`src/rtl/stn_timing_pkg.sv`:
```
package stn_timing_pkg;

  typedef enum logic [1:0] {
    MODE_MONO4  = 2'd0,
    MODE_MONO8  = 2'd1,
    MODE_DUAL8  = 2'd2,
    MODE_COLOR4 = 2'd3
  } panel_mode_e;

  typedef enum logic [2:0] {
    ST_OFF, ST_DATA, ST_LINE, ST_GAP, ST_BLANK
  } seq_state_e;

  function automatic logic [1:0] beat_bits(panel_mode_e m);
    case (m)
      MODE_DUAL8:  return 2'd2;
      MODE_COLOR4: return 2'd3;
      default:     return 2'd1;
    endcase
  endfunction

  function automatic logic [2:0] beat_mask(panel_mode_e m);
    case (m)
      MODE_DUAL8:  return 3'b011;
      MODE_COLOR4: return 3'b111;
      default:     return 3'b001;
    endcase
  endfunction

  function automatic logic [3:0] word_bits(panel_mode_e m);
    case (m)
      MODE_MONO8, MODE_DUAL8: return 4'd8;
      default:                return 4'd4;
    endcase
  endfunction

endpackage

```
`src/rtl/stn_packer.sv`:
```
module stn_packer
  import stn_timing_pkg::*;
#(
  parameter int ACC_W = 12
) (
  input  logic        clk_i,
  input  logic        rst_ni,
  input  logic        en_i,
  input  panel_mode_e mode_i,
  input  logic        take_i,
  input  logic [2:0]  beat_i,
  output logic        room_o,
  output logic        drained_o,
  output logic        sclk_o,
  output logic [3:0]  ud_o,
  output logic [3:0]  ld_o
);
  localparam int CNT_W = $clog2(ACC_W + 1);

  logic [ACC_W-1:0] acc_q, acc_sh, acc_d, ins;
  logic [CNT_W-1:0] cnt_q, cnt_sh, cnt_d;
  logic [CNT_W:0]   room_sum;
  logic [3:0]       w_bits;
  logic [1:0]       k_bits;
  logic             emit, sclk_q;
  logic [7:0]       wd;
  logic [3:0]       ud_d, ld_d;

  always_comb begin
    k_bits   = beat_bits(mode_i);
    w_bits   = word_bits(mode_i);
    room_sum = {1'b0, cnt_q} + (CNT_W+1)'(k_bits);
    room_o   = room_sum <= (CNT_W+1)'(ACC_W);
    emit     = !sclk_q && (cnt_q >= CNT_W'(w_bits));
    acc_sh   = emit ? (acc_q >> w_bits) : acc_q;
    cnt_sh   = emit ? (cnt_q - CNT_W'(w_bits)) : cnt_q;
    ins      = take_i ? (ACC_W'(beat_i & beat_mask(mode_i)) << cnt_sh) : '0;
    acc_d    = acc_sh | ins;
    cnt_d    = cnt_sh + (take_i ? CNT_W'(k_bits) : '0);
    drained_o = (cnt_q == '0) && !sclk_q;
  end

  // earliest subpixel sits at wd[0]; panels take it on bit 3
  always_comb begin
    wd = acc_q[7:0];
    case (mode_i)
      MODE_MONO8: begin
        ud_d = {wd[0], wd[1], wd[2], wd[3]};
        ld_d = {wd[4], wd[5], wd[6], wd[7]};
      end
      MODE_DUAL8: begin
        ud_d = {wd[0], wd[2], wd[4], wd[6]};
        ld_d = {wd[1], wd[3], wd[5], wd[7]};
      end
      default: begin
        ud_d = {wd[0], wd[1], wd[2], wd[3]};
        ld_d = 4'd0;
      end
    endcase
  end

  always_ff @(posedge clk_i or negedge rst_ni) begin
    if (!rst_ni) begin
      acc_q <= '0; cnt_q <= '0; sclk_q <= 1'b0; ud_o <= '0; ld_o <= '0;
    end else if (!en_i) begin
      acc_q <= '0; cnt_q <= '0; sclk_q <= 1'b0; ud_o <= '0; ld_o <= '0;
    end else begin
      acc_q  <= acc_d;
      cnt_q  <= cnt_d;
      sclk_q <= emit;
      if (emit) begin
        ud_o <= ud_d;
        ld_o <= ld_d;
      end
    end
  end

  assign sclk_o = sclk_q;

  a_r2_sclk_one_cycle: assert property (@(posedge clk_i) disable iff (!rst_ni)
    sclk_q |=> !sclk_q);
  a_r2_data_moves_with_sclk: assert property (@(posedge clk_i) disable iff (!rst_ni)
    (en_i && $past(en_i) && (ud_o != $past(ud_o) || ld_o != $past(ld_o))) |-> sclk_q);
  a_r6_no_overflow: assert property (@(posedge clk_i) disable iff (!rst_ni)
    cnt_q <= CNT_W'(ACC_W));
endmodule

```
`src/rtl/stn_line_seq.sv`:
```
module stn_line_seq
  import stn_timing_pkg::*;
#(
  parameter int W_BITS       = 11,
  parameter int H_BITS       = 11,
  parameter int BLANK_SINGLE = 4,
  parameter int BLANK_DUAL   = 2
) (
  input  logic              clk_i,
  input  logic              rst_ni,
  input  logic              en_i,
  input  panel_mode_e       mode_i,
  input  logic [W_BITS-1:0] width_i,
  input  logic [H_BITS-1:0] height_i,
  input  logic              take_i,
  input  logic              drained_i,
  output panel_mode_e       mode_o,
  output logic              accept_o,
  output logic              lp_o,
  output logic              frame_o
);
  localparam int BLANK_MAX = (BLANK_SINGLE > BLANK_DUAL) ? BLANK_SINGLE : BLANK_DUAL;
  localparam int BLK_W     = $clog2(BLANK_MAX + 1);

  seq_state_e        state_q;
  panel_mode_e       mode_q;
  logic [W_BITS-1:0] width_q, col_q;
  logic [H_BITS-1:0] lines_q, line_q, lines_new;
  logic [BLK_W-1:0]  blk_q, blk_last;
  logic              frame_q;

  assign lines_new = (panel_mode_e'(mode_i) == MODE_DUAL8) ? (height_i >> 1) : height_i;
  assign blk_last  = (mode_q == MODE_DUAL8) ? BLK_W'(BLANK_DUAL - 1) : BLK_W'(BLANK_SINGLE - 1);
  assign accept_o  = (state_q == ST_DATA) && (col_q != width_q);
  assign lp_o      = (state_q == ST_LINE) || (state_q == ST_BLANK);
  assign frame_o   = frame_q;
  assign mode_o    = mode_q;

  always_ff @(posedge clk_i or negedge rst_ni) begin
    if (!rst_ni) begin
      state_q <= ST_OFF; mode_q <= MODE_MONO4; width_q <= '0; lines_q <= '0;
      col_q <= '0; line_q <= '0; blk_q <= '0; frame_q <= 1'b0;
    end else if (!en_i) begin
      state_q <= ST_OFF; frame_q <= 1'b0; col_q <= '0; line_q <= '0; blk_q <= '0;
    end else begin
      case (state_q)
        ST_OFF, ST_BLANK: begin
          if (state_q == ST_OFF || blk_q == blk_last) begin
            mode_q  <= mode_i;
            width_q <= width_i;
            lines_q <= lines_new;
            col_q   <= '0;
            line_q  <= '0;
            frame_q <= 1'b1;
            state_q <= ST_DATA;
          end else begin
            blk_q   <= blk_q + 1'b1;
            state_q <= ST_GAP;
          end
        end
        ST_DATA: begin
          if (take_i) col_q <= col_q + 1'b1;
          if (col_q == width_q && drained_i) state_q <= ST_LINE;
        end
        ST_LINE: begin
          col_q   <= '0;
          frame_q <= 1'b0;
          if (line_q == lines_q - 1'b1) begin
            blk_q   <= '0;
            state_q <= ST_GAP;
          end else begin
            line_q  <= line_q + 1'b1;
            state_q <= ST_DATA;
          end
        end
        default: state_q <= ST_BLANK;
      endcase
    end
  end

  a_r7_lp_one_cycle: assert property (@(posedge clk_i) disable iff (!rst_ni)
    lp_o |=> !lp_o);
  a_r8_frame_ends_at_line: assert property (@(posedge clk_i) disable iff (!rst_ni)
    ($fell(frame_q) && $past(en_i)) |-> $past(state_q == ST_LINE));
  a_r10_no_take_outside_data: assert property (@(posedge clk_i) disable iff (!rst_ni)
    take_i |-> (state_q == ST_DATA));
endmodule

```
`src/rtl/stn_bias.sv`:
```
module stn_bias #(
  parameter int N_BITS = 8
) (
  input  logic              clk_i,
  input  logic              rst_ni,
  input  logic              en_i,
  input  logic              lp_i,
  input  logic [N_BITS-1:0] period_i,
  output logic              wf_o
);
  logic [N_BITS-1:0] cnt_q;
  logic              wf_q, wrap;

  assign wrap = ({1'b0, cnt_q} + 1'b1) >= {1'b0, period_i};

  always_ff @(posedge clk_i or negedge rst_ni) begin
    if (!rst_ni) begin
      cnt_q <= '0; wf_q <= 1'b0;
    end else if (!en_i) begin
      cnt_q <= '0; wf_q <= 1'b0;
    end else if (lp_i) begin
      if (wrap) begin
        cnt_q <= '0;
        wf_q  <= !wf_q;
      end else begin
        cnt_q <= cnt_q + 1'b1;
      end
    end
  end

  assign wf_o = wf_q;

  a_r9_toggle_after_lp: assert property (@(posedge clk_i) disable iff (!rst_ni)
    (en_i && $past(en_i) && !$stable(wf_q)) |-> $past(lp_i));
endmodule

```
`src/rtl/stn_panel_timing.sv`:
```
module stn_panel_timing
  import stn_timing_pkg::*;
#(
  parameter int W_BITS = 11,
  parameter int H_BITS = 11,
  parameter int N_BITS = 8,
  parameter int ACC_W  = 12
) (
  input  logic              clk_i,
  input  logic              rst_ni,
  input  logic              enable_i,
  input  logic [1:0]        mode_i,
  input  logic [W_BITS-1:0] width_i,
  input  logic [H_BITS-1:0] height_i,
  input  logic [N_BITS-1:0] bias_period_i,
  input  logic              pix_valid_i,
  input  logic [2:0]        pix_i,
  output logic              pix_ready_o,
  output logic              panel_en_o,
  output logic              sclk_o,
  output logic              lp_o,
  output logic              frame_o,
  output logic              bias_o,
  output logic [3:0]        ud_o,
  output logic [3:0]        ld_o
);
  panel_mode_e mode_run;
  logic accept, room, drained, take, en_q;

  assign pix_ready_o = enable_i && accept && room;
  assign take        = pix_valid_i && pix_ready_o;

  always_ff @(posedge clk_i or negedge rst_ni) begin
    if (!rst_ni) en_q <= 1'b0;
    else         en_q <= enable_i;
  end
  assign panel_en_o = en_q;

  stn_line_seq #(.W_BITS(W_BITS), .H_BITS(H_BITS)) u_seq (
    .clk_i, .rst_ni, .en_i(enable_i), .mode_i(panel_mode_e'(mode_i)),
    .width_i, .height_i, .take_i(take), .drained_i(drained),
    .mode_o(mode_run), .accept_o(accept), .lp_o, .frame_o
  );

  stn_packer #(.ACC_W(ACC_W)) u_pack (
    .clk_i, .rst_ni, .en_i(enable_i), .mode_i(mode_run), .take_i(take),
    .beat_i(pix_i), .room_o(room), .drained_o(drained),
    .sclk_o, .ud_o, .ld_o
  );

  stn_bias #(.N_BITS(N_BITS)) u_bias (
    .clk_i, .rst_ni, .en_i(enable_i), .lp_i(lp_o), .period_i(bias_period_i),
    .wf_o(bias_o)
  );

  a_r1_off_quiet: assert property (@(posedge clk_i) disable iff (!rst_ni)
    !panel_en_o |-> (!sclk_o && !lp_o && !frame_o && !bias_o && ud_o == 4'd0 && ld_o == 4'd0));
  a_r7_lp_without_shift: assert property (@(posedge clk_i) disable iff (!rst_ni)
    lp_o |-> !sclk_o);
endmodule

```
`config.mk`:
```
export PLATFORM = sky130hd
export DESIGN_NAME = stn_panel_timing
export DESIGN_NICKNAME = d
export VERILOG_FILES = /design/src/rtl/stn_timing_pkg.sv /design/src/rtl/stn_packer.sv /design/src/rtl/stn_line_seq.sv /design/src/rtl/stn_bias.sv /design/src/rtl/stn_panel_timing.sv
export SDC_FILE = /design/constraint.sdc
export NUM_CORES = 1
export LEC_CHECK = 0
export ABC_AREA = 1
export ABC_CLOCK_PERIOD_IN_PS = 5450
export BUFFER_PORTS_ARGS = -buffer_cell sky130_fd_sc_hd__buf_2
export CORE_UTILIZATION = 60
export CTS_CLUSTER_SIZE = 10
export DETAILED_ROUTE_END_ITERATION = 7
export PLACE_DENSITY = 0.91
export SLEW_MARGIN = 25
export SYNTH_ARGS = -nofsm -noshare
export SYNTH_HDL_FRONTEND = slang
export SYNTH_SLANG_ARGS = --single-unit
```
`constraint.sdc`:
```
create_clock -name clk_i -period 5.45 [get_ports clk_i]
set_input_delay 0.545 -clock clk_i [delete_from_list [all_inputs] [get_ports clk_i]]
set_output_delay 0.545 -clock clk_i [all_outputs]
set_load 0.1 [all_outputs]
```
==> reports/qor.yml, run 1 <==
yosys:
  synth_top_area_share_pct: 38.2
  ys_types: 46
  synthesis.nets: 843
  yosysTopAreaCell: "dfrtp_1"
  avgSynthCellArea_um2: 7.41
  synthesis.area_um2: 5760
  ys_ff_latch: 88
  synth-edff-count: 0
  yosysSeqAreaShare_pct: 38.2
  async_flop_share_pct: 100
  ys.flop_type: "dfrtp_1"
  synth_area_leaders: "dfrtp_1 (38%), nand2_1 (13%), inv_1 (6.4%)"
  synth_cells: 778
  ys_warn_count: 0
place:
  dpl-instance-area_um2: 6080
  dp.cells: 938
  portBuffers: 52
  gp_congestion: 0.889
  dp_hpwl_um: 9130
clocking:
  clock_latency_ns: 0.35
  cts_hold_buf: 0
  clk_pin_slew_ns: 0.09
  cts_setup_buffers: 0
  cts_root_buf: "clkbuf_8"
  htree_levels: 3
  cts_tree: "done"
  cts_max_path_buffers: 2
  cts_resized: 0
  clock_sinks: 88
  cts_buffers: 9
pwr:
  ir_drop_uv: 325
  power-per-cell-area_nw_per_um2: 486
  p_leak_nw: 3.16
  combPwrFrac_pct: 53.3
  power.switching_w: 0.00156
  seq_power_share_pct: 32.0
  p_clk_share_pct: 14.7
  switching_share_pct: 51.1
  p_int_w: 0.00149
timing:
  final_max_slew_viol_count: 0
  max_freq_mhz: 288
  rsz0062_at_grt: "false"
  final.setup.tns_ns: 0
  finalSetupViolations: 0
  clock-skew-final_ns: 0.00718
  max_slew_margin_pct: 47.5
  fin_crit_sh_pct: 63.6
  min_period_ns: 3.47
  tightest_slew_ns: 0.786
  hold_violations: 0
outcome:
  status: "finished clean"
final_layout:
  final_common_cell: "nand2_1"
  most-common-layout-cells: "nand2_1 (198), inv_1 (98), dfrtp_1 (88), nor2_1 (65), nand3_1 (60)"
  nFillCells: 793
  final_area_um2: 6280
  n_antenna_cell: 0
  layout-drive-gt1-share_pct: 14.3
  final_nets: 885
  final_cells: 954
  area_growth_pct: 8.97
run:
  drv_cap: 0
drt:
  detail_route.wl_per_cell_um: 12.9
  vias_per_cell: 5.43
  drc: 0
  drtIter0Drc: 360
  wirelength_um: 12300
  vias: 5178
  drt_first_pass_iters: 5
  antenna_left: 0
global_route:
  grt_pass1_vias: 4702
  globalRouteOverflowTotal: 0
  grt_max_degree: 50
  groute.usage.overall_pct: 26.9
  antenna_found_initial: 0
  grt_first_pass_wirelength_um: 21400
die:
  ios: 53
  coreArea_um2: 9280
  rows: 35
  die_area_um2: 10000
  die_w_um: 100
  die_y_um: 100
  initial_core_util_pct: 62.1
critical_path:
  slowest_delay_ns: 0.47
  arrival_ns: 2.92
  crit_type: "reg -> out"
  cp_top_family: "buffers and inverters"
  crit_path_top_delay_cell: "buf_2"
  path_cells: "inv_1 -> ha_1 -> inv_1 -> nand2_1 -> fa_1 -> nor2_1 -> a21oi_1 -> a31oi_1 -> buf_2"
  end_kind: "primary output"
  cp_common_cell: "inv_1"
  required_ns: 4.91
  crit_fanout: 8
  path_buf_inv: 3
  start_kind: "flip-flop"
worst_hold_path:
  hp-class: "in -> async"
-- worst reg2reg max path: cells and delay by family, from the launching register on --
kind / cells / cell delay, ns
simple gates: 4 / 0.95
compound gates: 2 / 0.40
flops: 1 / 0.38
buf+inv: 4 / 0.54
fa+ha+maj: 3 / 1.07
-- area by class of cell --
cell class	instances	area, um^2	share of cell area, %
inverters	105	394	6.28
well taps	129	161	2.57
repair buffers	53	270	4.30
multi-input cells	563	3060	48.7
flip-flops and latches	88	2200	35.1
clock inverters	7	71.3	1.14
clock buffers	9	124	1.97
-- sequential cells by signal, summed over array words and instances, names as in the netlist --
register / flops
u_pack.acc_q: 12
u_seq.col_q: 11
u_seq.line_q: 11
u_seq.lines_q: 11
u_seq.width_q: 11
u_bias.cnt_q: 8
u_pack.cnt_q: 4
u_pack.ld_o: 4
u_pack.ud_o: 4
u_seq.blk_q: 3
u_seq.state_q: 3
u_seq.mode_o: 2
panel_en_o: 1
u_bias.wf_o: 1
u_pack.sclk_o: 1
u_seq.frame_o: 1
-- cell usage after synthesis, types with 2 or more instances --
cell      count
o21ai_1       6
nand2_4       2
nor3_2        2
o21ai_0      49
nor2_4        4
a21o_1        2
o21ai_2       8
buf_2         9
nor3_1       14
o211ai_1      3
ha_1         23
xor2_1       17
buf_1         2
fa_1          3
nand2_1     198
buf_4         3
inv_2         6
nor2_1       65
inv_1        98
nor2_2        7
nor4_1        8
a31oi_1       9
nand4_1      16
dfrtp_1      88
o22ai_1      12
o21bai_1      6
nand3_1      60
clkbuf_2      2
nand2_2       4
or2_2         9
clkbuf_1      5
xnor2_1       9
a21oi_1      15
o31ai_1       2
-- worst paths after layout --
check                           slack (ns)                      endpoint  cells after the start                         from
worst max-delay path                  1.98                   pix_ready_o                      9  u_seq.mode_o[0]$_DFFE_PN0P_
worst min-delay path                  0.16   u_bias.cnt_q[4]$_DFFE_PN0P_                      1                       rst_ni
worst max register to register        2.05     u_pack.acc_q[3]$_DFF_PN0_                     13  u_seq.mode_o[0]$_DFFE_PN0P_
worst min register to register        0.49     u_seq.frame_o$_DFFE_PN0P_                      2    u_seq.frame_o$_DFFE_PN0P_
max in group asynchronous             4.28  u_seq.lines_q[4]$_DFFE_PN0P_                      2                       rst_ni
min in group clk_i                    0.39  u_seq.width_q[8]$_DFFE_PN0P_                      3                   width_i[8]
-- per-layer routing --
layer / wire length (um) / track usage, %
met1: 5760 / 37.7
met5: 0 / 0
met4: 142 / 7.36
met3: 678 / 3.55
met2: 5740 / 44.1
-- power by group through the flow --
stage | combinational [W] | clock, W | sequential, W
final | 0.00163 | 0.000449 | 0.000978
after global routing | 0.00183 | 0.000488 | 0.00100
after CTS | 0.00162 | 0.000463 | 0.000977
after detailed placement | 0.00160 | 0 | 0.000990
after global placement | 0.00156 | 0 | 0.000979
after floorplan | 0.00120 | 0 | 0.00111
-- per-stage QoR --
step | utilization (%) | setup WS, ns | total power (W) | hold WS, ns
after global placement | 65.5 | 2.25 | 0.00254 | 0.470
after floorplan | - | 1.64 | 0.00231 | 0.249
after detailed placement | 65.5 | 2.13 | 0.00259 | 0.469
after CTS | 67.6 | 1.98 | 0.00306 | 0.171
final | 67.6 | 1.98 | 0.00305 | 0.155
after global routing | 67.6 | 1.75 | 0.00332 | 0.186
-- kinds of logic (layout without fill, tap and decap cells) --
| group | count (synthesis) | after routing | share of synthesized area (%) |
|---|---|---|---|
| flops | 88 | 88 | 38.2 |
| fa+ha+maj | 26 | 26 | 6.04 |
| xor+xnor | 26 | 26 | 3.95 |
| buf+inv | 127 | 174 | 8.84 |
| compound gates | 115 | 115 | 11.9 |
| simple gates | 396 | 396 | 31.1 |
(Power assumes the default switching activity.)
==> run 2, diff against run 1 <==
Settings changed: ABC_CLOCK_PERIOD_IN_PS 5450 to 2900, CORE_UTILIZATION 60 to 55, PLACE_DENSITY 0.91 to 0.89.
Clock period 5.45 ns to 2.9 ns, I/O delays scaled along.
==> run 2 against run 1 <==
Against the previous run:
- global-route usage fell by 2.8 points
- critical path depth up 6
- routed wire length grew 1.6%
- worst hold slack got worse by 0.052 ns
- first-iteration DRC count decreased by 12%
- cell count increased by 2.2%
- clock power rose by 100%
- sequential share of layout area fell by 0.95 points
- critical path type is now reg -> reg
==> reports/qor.yml, run 2 (synthesis gave the netlist of run 1 again) <==
outcome:
  status: "finished clean"  # unchanged
clocking:
  cts_root_buf: "clkbuf_8"  # unchanged
  clk_pin_slew_ns: 0.09  # about the same
  htree_levels: 3  # unchanged
  cts_tree: "done"  # unchanged
  cts_buffers: 9  # unchanged
  cts_max_path_buffers: 2  # unchanged
  clock_sinks: 88  # unchanged
  clock_latency_ns: 0.38  # was 0.35 ns
timing:
  final_max_slew_viol_count: 0  # unchanged
  max_slew_margin_pct: 61.2  # was 47.5%
  tightest_slew_ns: 0.583  # was 0.786 ns
  fin_crit_sh_pct: 96.5
  max_freq_mhz: 357
  clock-skew-final_ns: 0.0133  # was 0.00718 ns
  min_period_ns: 2.80
  hold_violations: 0  # unchanged
  finalSetupViolations: 0  # unchanged
critical_path:
  cp_top_family: "adder cells"  # was buffers and inverters
  crit_fanout: 3  # was 8
  reg2reg_depth: 15  # was 13
  crit_path_top_delay_cell: "fa_2"  # was buf_2
  r2r_end: "u_pack.cnt_q[3]$_DFF_PN0_"  # was u_pack.acc_q[3]$_DFF_PN0_
  end_kind: "flip-flop"  # was primary output
  start_kind: "flip-flop"  # unchanged
  required_ns: 3.16  # was 4.91 ns
  path_buf_inv: 2  # was 3
  slowest_delay_ns: 0.55  # was 0.47 ns
  crit_type: "reg -> reg"  # was reg -> out
  reg2reg_from: "u_seq.mode_o[0]$_DFFE_PN0P_"  # unchanged
  reg2reg_slack_ns: 0.10  # was 2.05 ns
  cp_num_cells: 15  # was 9
  arrival_ns: 3.06  # was 2.92 ns
  path_cells: "inv_2 -> ha_2 -> inv_1 -> ha_2 -> fa_2 -> nor2_2 -> a21oi_2 -> nand3_1 -> nand4_2 -> a21oi_2 -> ha_1 -> a21oi_1 -> nor2_1 -> o21ai_0 -> a21oi_1"  # was inv_1 -> ha_1 -> inv_1 -> nand2_1 -> fa_1 -> nor2_1 -> a21oi_1 -> a31oi_1 -> buf_2
final_layout:
  fin_util_pct: 63.1  # was 67.6%
  largest-register: "u_pack.acc_q"  # unchanged
  final_nets: 899  # was 885
  largest_reg_flops: 12  # unchanged
  most-common-layout-cells: "nand2_1 (196), inv_1 (97), dfrtp_1 (88), nor2_1 (64), nand3_1 (60)"  # was nand2_1 (198), inv_1 (98), dfrtp_1 (88), nor2_1 (65), nand3_1 (60)
  area_growth_pct: 12.0  # was 8.97%
  final_common_cell: "nand2_1"  # unchanged
  final_cells: 975  # was 954
  layout-drive-gt1-share_pct: 16.9  # was 14.3%
  n_antenna_cell: 0  # unchanged
die:
  ios: 53  # unchanged
  die_y_um: 104  # was 100 um
  coreArea_um2: 10200  # was 9280 um^2
  die_area_um2: 10900  # was 10000 um^2
  rows: 37  # was 35
  initial_core_util_pct: 56.3  # was 62.1%
  die_w_um: 104  # was 100 um
drt:
  antenna_left: 0  # unchanged
  drtIter0Drc: 318  # was 360
  drt_first_pass_iters: 5  # unchanged
  vias_per_cell: 5.28  # was 5.43
  vias: 5149  # was 5178
  drc: 0  # unchanged
  detail_route.wl_per_cell_um: 12.8  # was 12.9 um
  wirelength_um: 12500  # was 12300 um
pwr:
  ir_drop_uv: 552  # was 325 uV
  p_leak_nw: 3.23  # was 3.16 nW
  total_power_w: 0.00602  # was 0.00305 W
  power-per-cell-area_nw_per_um2: 933  # was 486 nW/um^2
global_route:
  groute.usage.overall_pct: 24.1  # was 26.9%
  grt_max_degree: 47  # was 50
  globalRouteOverflowTotal: 0  # unchanged
  grt_pass1_vias: 4653  # was 4702
  grt_first_pass_wirelength_um: 21000  # was 21400 um
  antenna_found_initial: 0  # unchanged
worst_hold_path:
  worstHoldPathCells: 3
  hp-class: "in -> reg"  # was in -> async
  whs_endpoint: "u_seq.width_q[3]$_DFFE_PN0P_"
  min_from: "width_i[3]"
place:
  dp.cells: 957  # was 938
  portBuffers: 52  # unchanged
  dp_hpwl_um: 9070  # was 9130 um
  gp_congestion: 0.887  # was 0.889
run:
  drv_cap: 0  # unchanged
-- run 2: layout make-up --
| cell class | count | area (um^2) |
|---|---|---|
| clock inverter | 4 | 52.6 |
| clock buffer | 12 | 155 |
| sequential | 88 | 2200 |
| timing repair buffer | 67 | 393 |
| fill | 884 | 3780 |
| tap | 136 | 170 |
| inverter | 105 | 394 |
| multi-input combinational | 563 | 3090 |
-- run 2: worst min-delay path, delay by kind of cell --
kind,cells,cell delay [ns]
AND/OR/NAND/NOR,2,0.09
buffers and inverters,1,0.07
-- run 2: layer usage --
metal	track usage, %	routed length [um]	vias to the layer above
li1	-	-	2641
met5	0	0	-
met3	4.64	653	15
met1	31.7	5780	2356
met4	8.98	197	0
met2	39.4	5890	137
-- run 2: report_power, final --
part	total [W]	leakage (nW)	switching (W)	internal, W
combinational	0.00330	1.98	0.00226	0.00104
clock	0.000900	0.0948	0.000454	0.000445
sequential	0.00182	1.16	0.000283	0.00154
-- run 2: how the worst max path moves through the flow --
stage	startpoint	to	slack (ns)
final	u_seq.mode_o[0]$_DFFE_PN0P_	u_pack.cnt_q[3]$_DFF_PN0_	0.10
after detailed placement	u_seq.mode_o[0]$_DFFE_PN0P_	u_pack.cnt_q[3]$_DFF_PN0_	0.04
after global routing	u_seq.mode_o[1]$_DFFE_PN0P_	u_pack.cnt_q[3]$_DFF_PN0_	-0.04
after global placement	u_seq.mode_o[0]$_DFFE_PN0P_	u_pack.cnt_q[3]$_DFF_PN0_	0.11
after floorplan	u_seq.mode_o[0]$_DFFE_PN0P_	pix_ready_o	0.009
after CTS	u_seq.mode_o[0]$_DFFE_PN0P_	u_pack.cnt_q[2]$_DFF_PN0_	0.03
-- run 2: through the flow --
stage / cell area, um^2 / setup WS (ns) / setup TNS, ns / hold slack [ns]
final: 6450 / 0.101 / 0 / 0.103
after detailed placement: 6200 / 0.0436 / 0 / 0.331
after floorplan: 5770 / 0.00940 / 0 / -0.00559
after global placement: 6200 / 0.112 / 0 / 0.332
after CTS: 6420 / 0.0253 / 0 / 0.0933
after global routing: 6450 / -0.0397 / -0.0659 / 0.117
-- run 2: repair_timing --
action | CTS | global route
hold endpoints to repair | 44 | 0
cloned | 0 | 0
setup buffers | 0 | 1
gates resized for setup | 1 | 12
endpoints found under the setup margin | 1 | 5
pin swaps | 0 | 4
hold buffers | 1 | 0
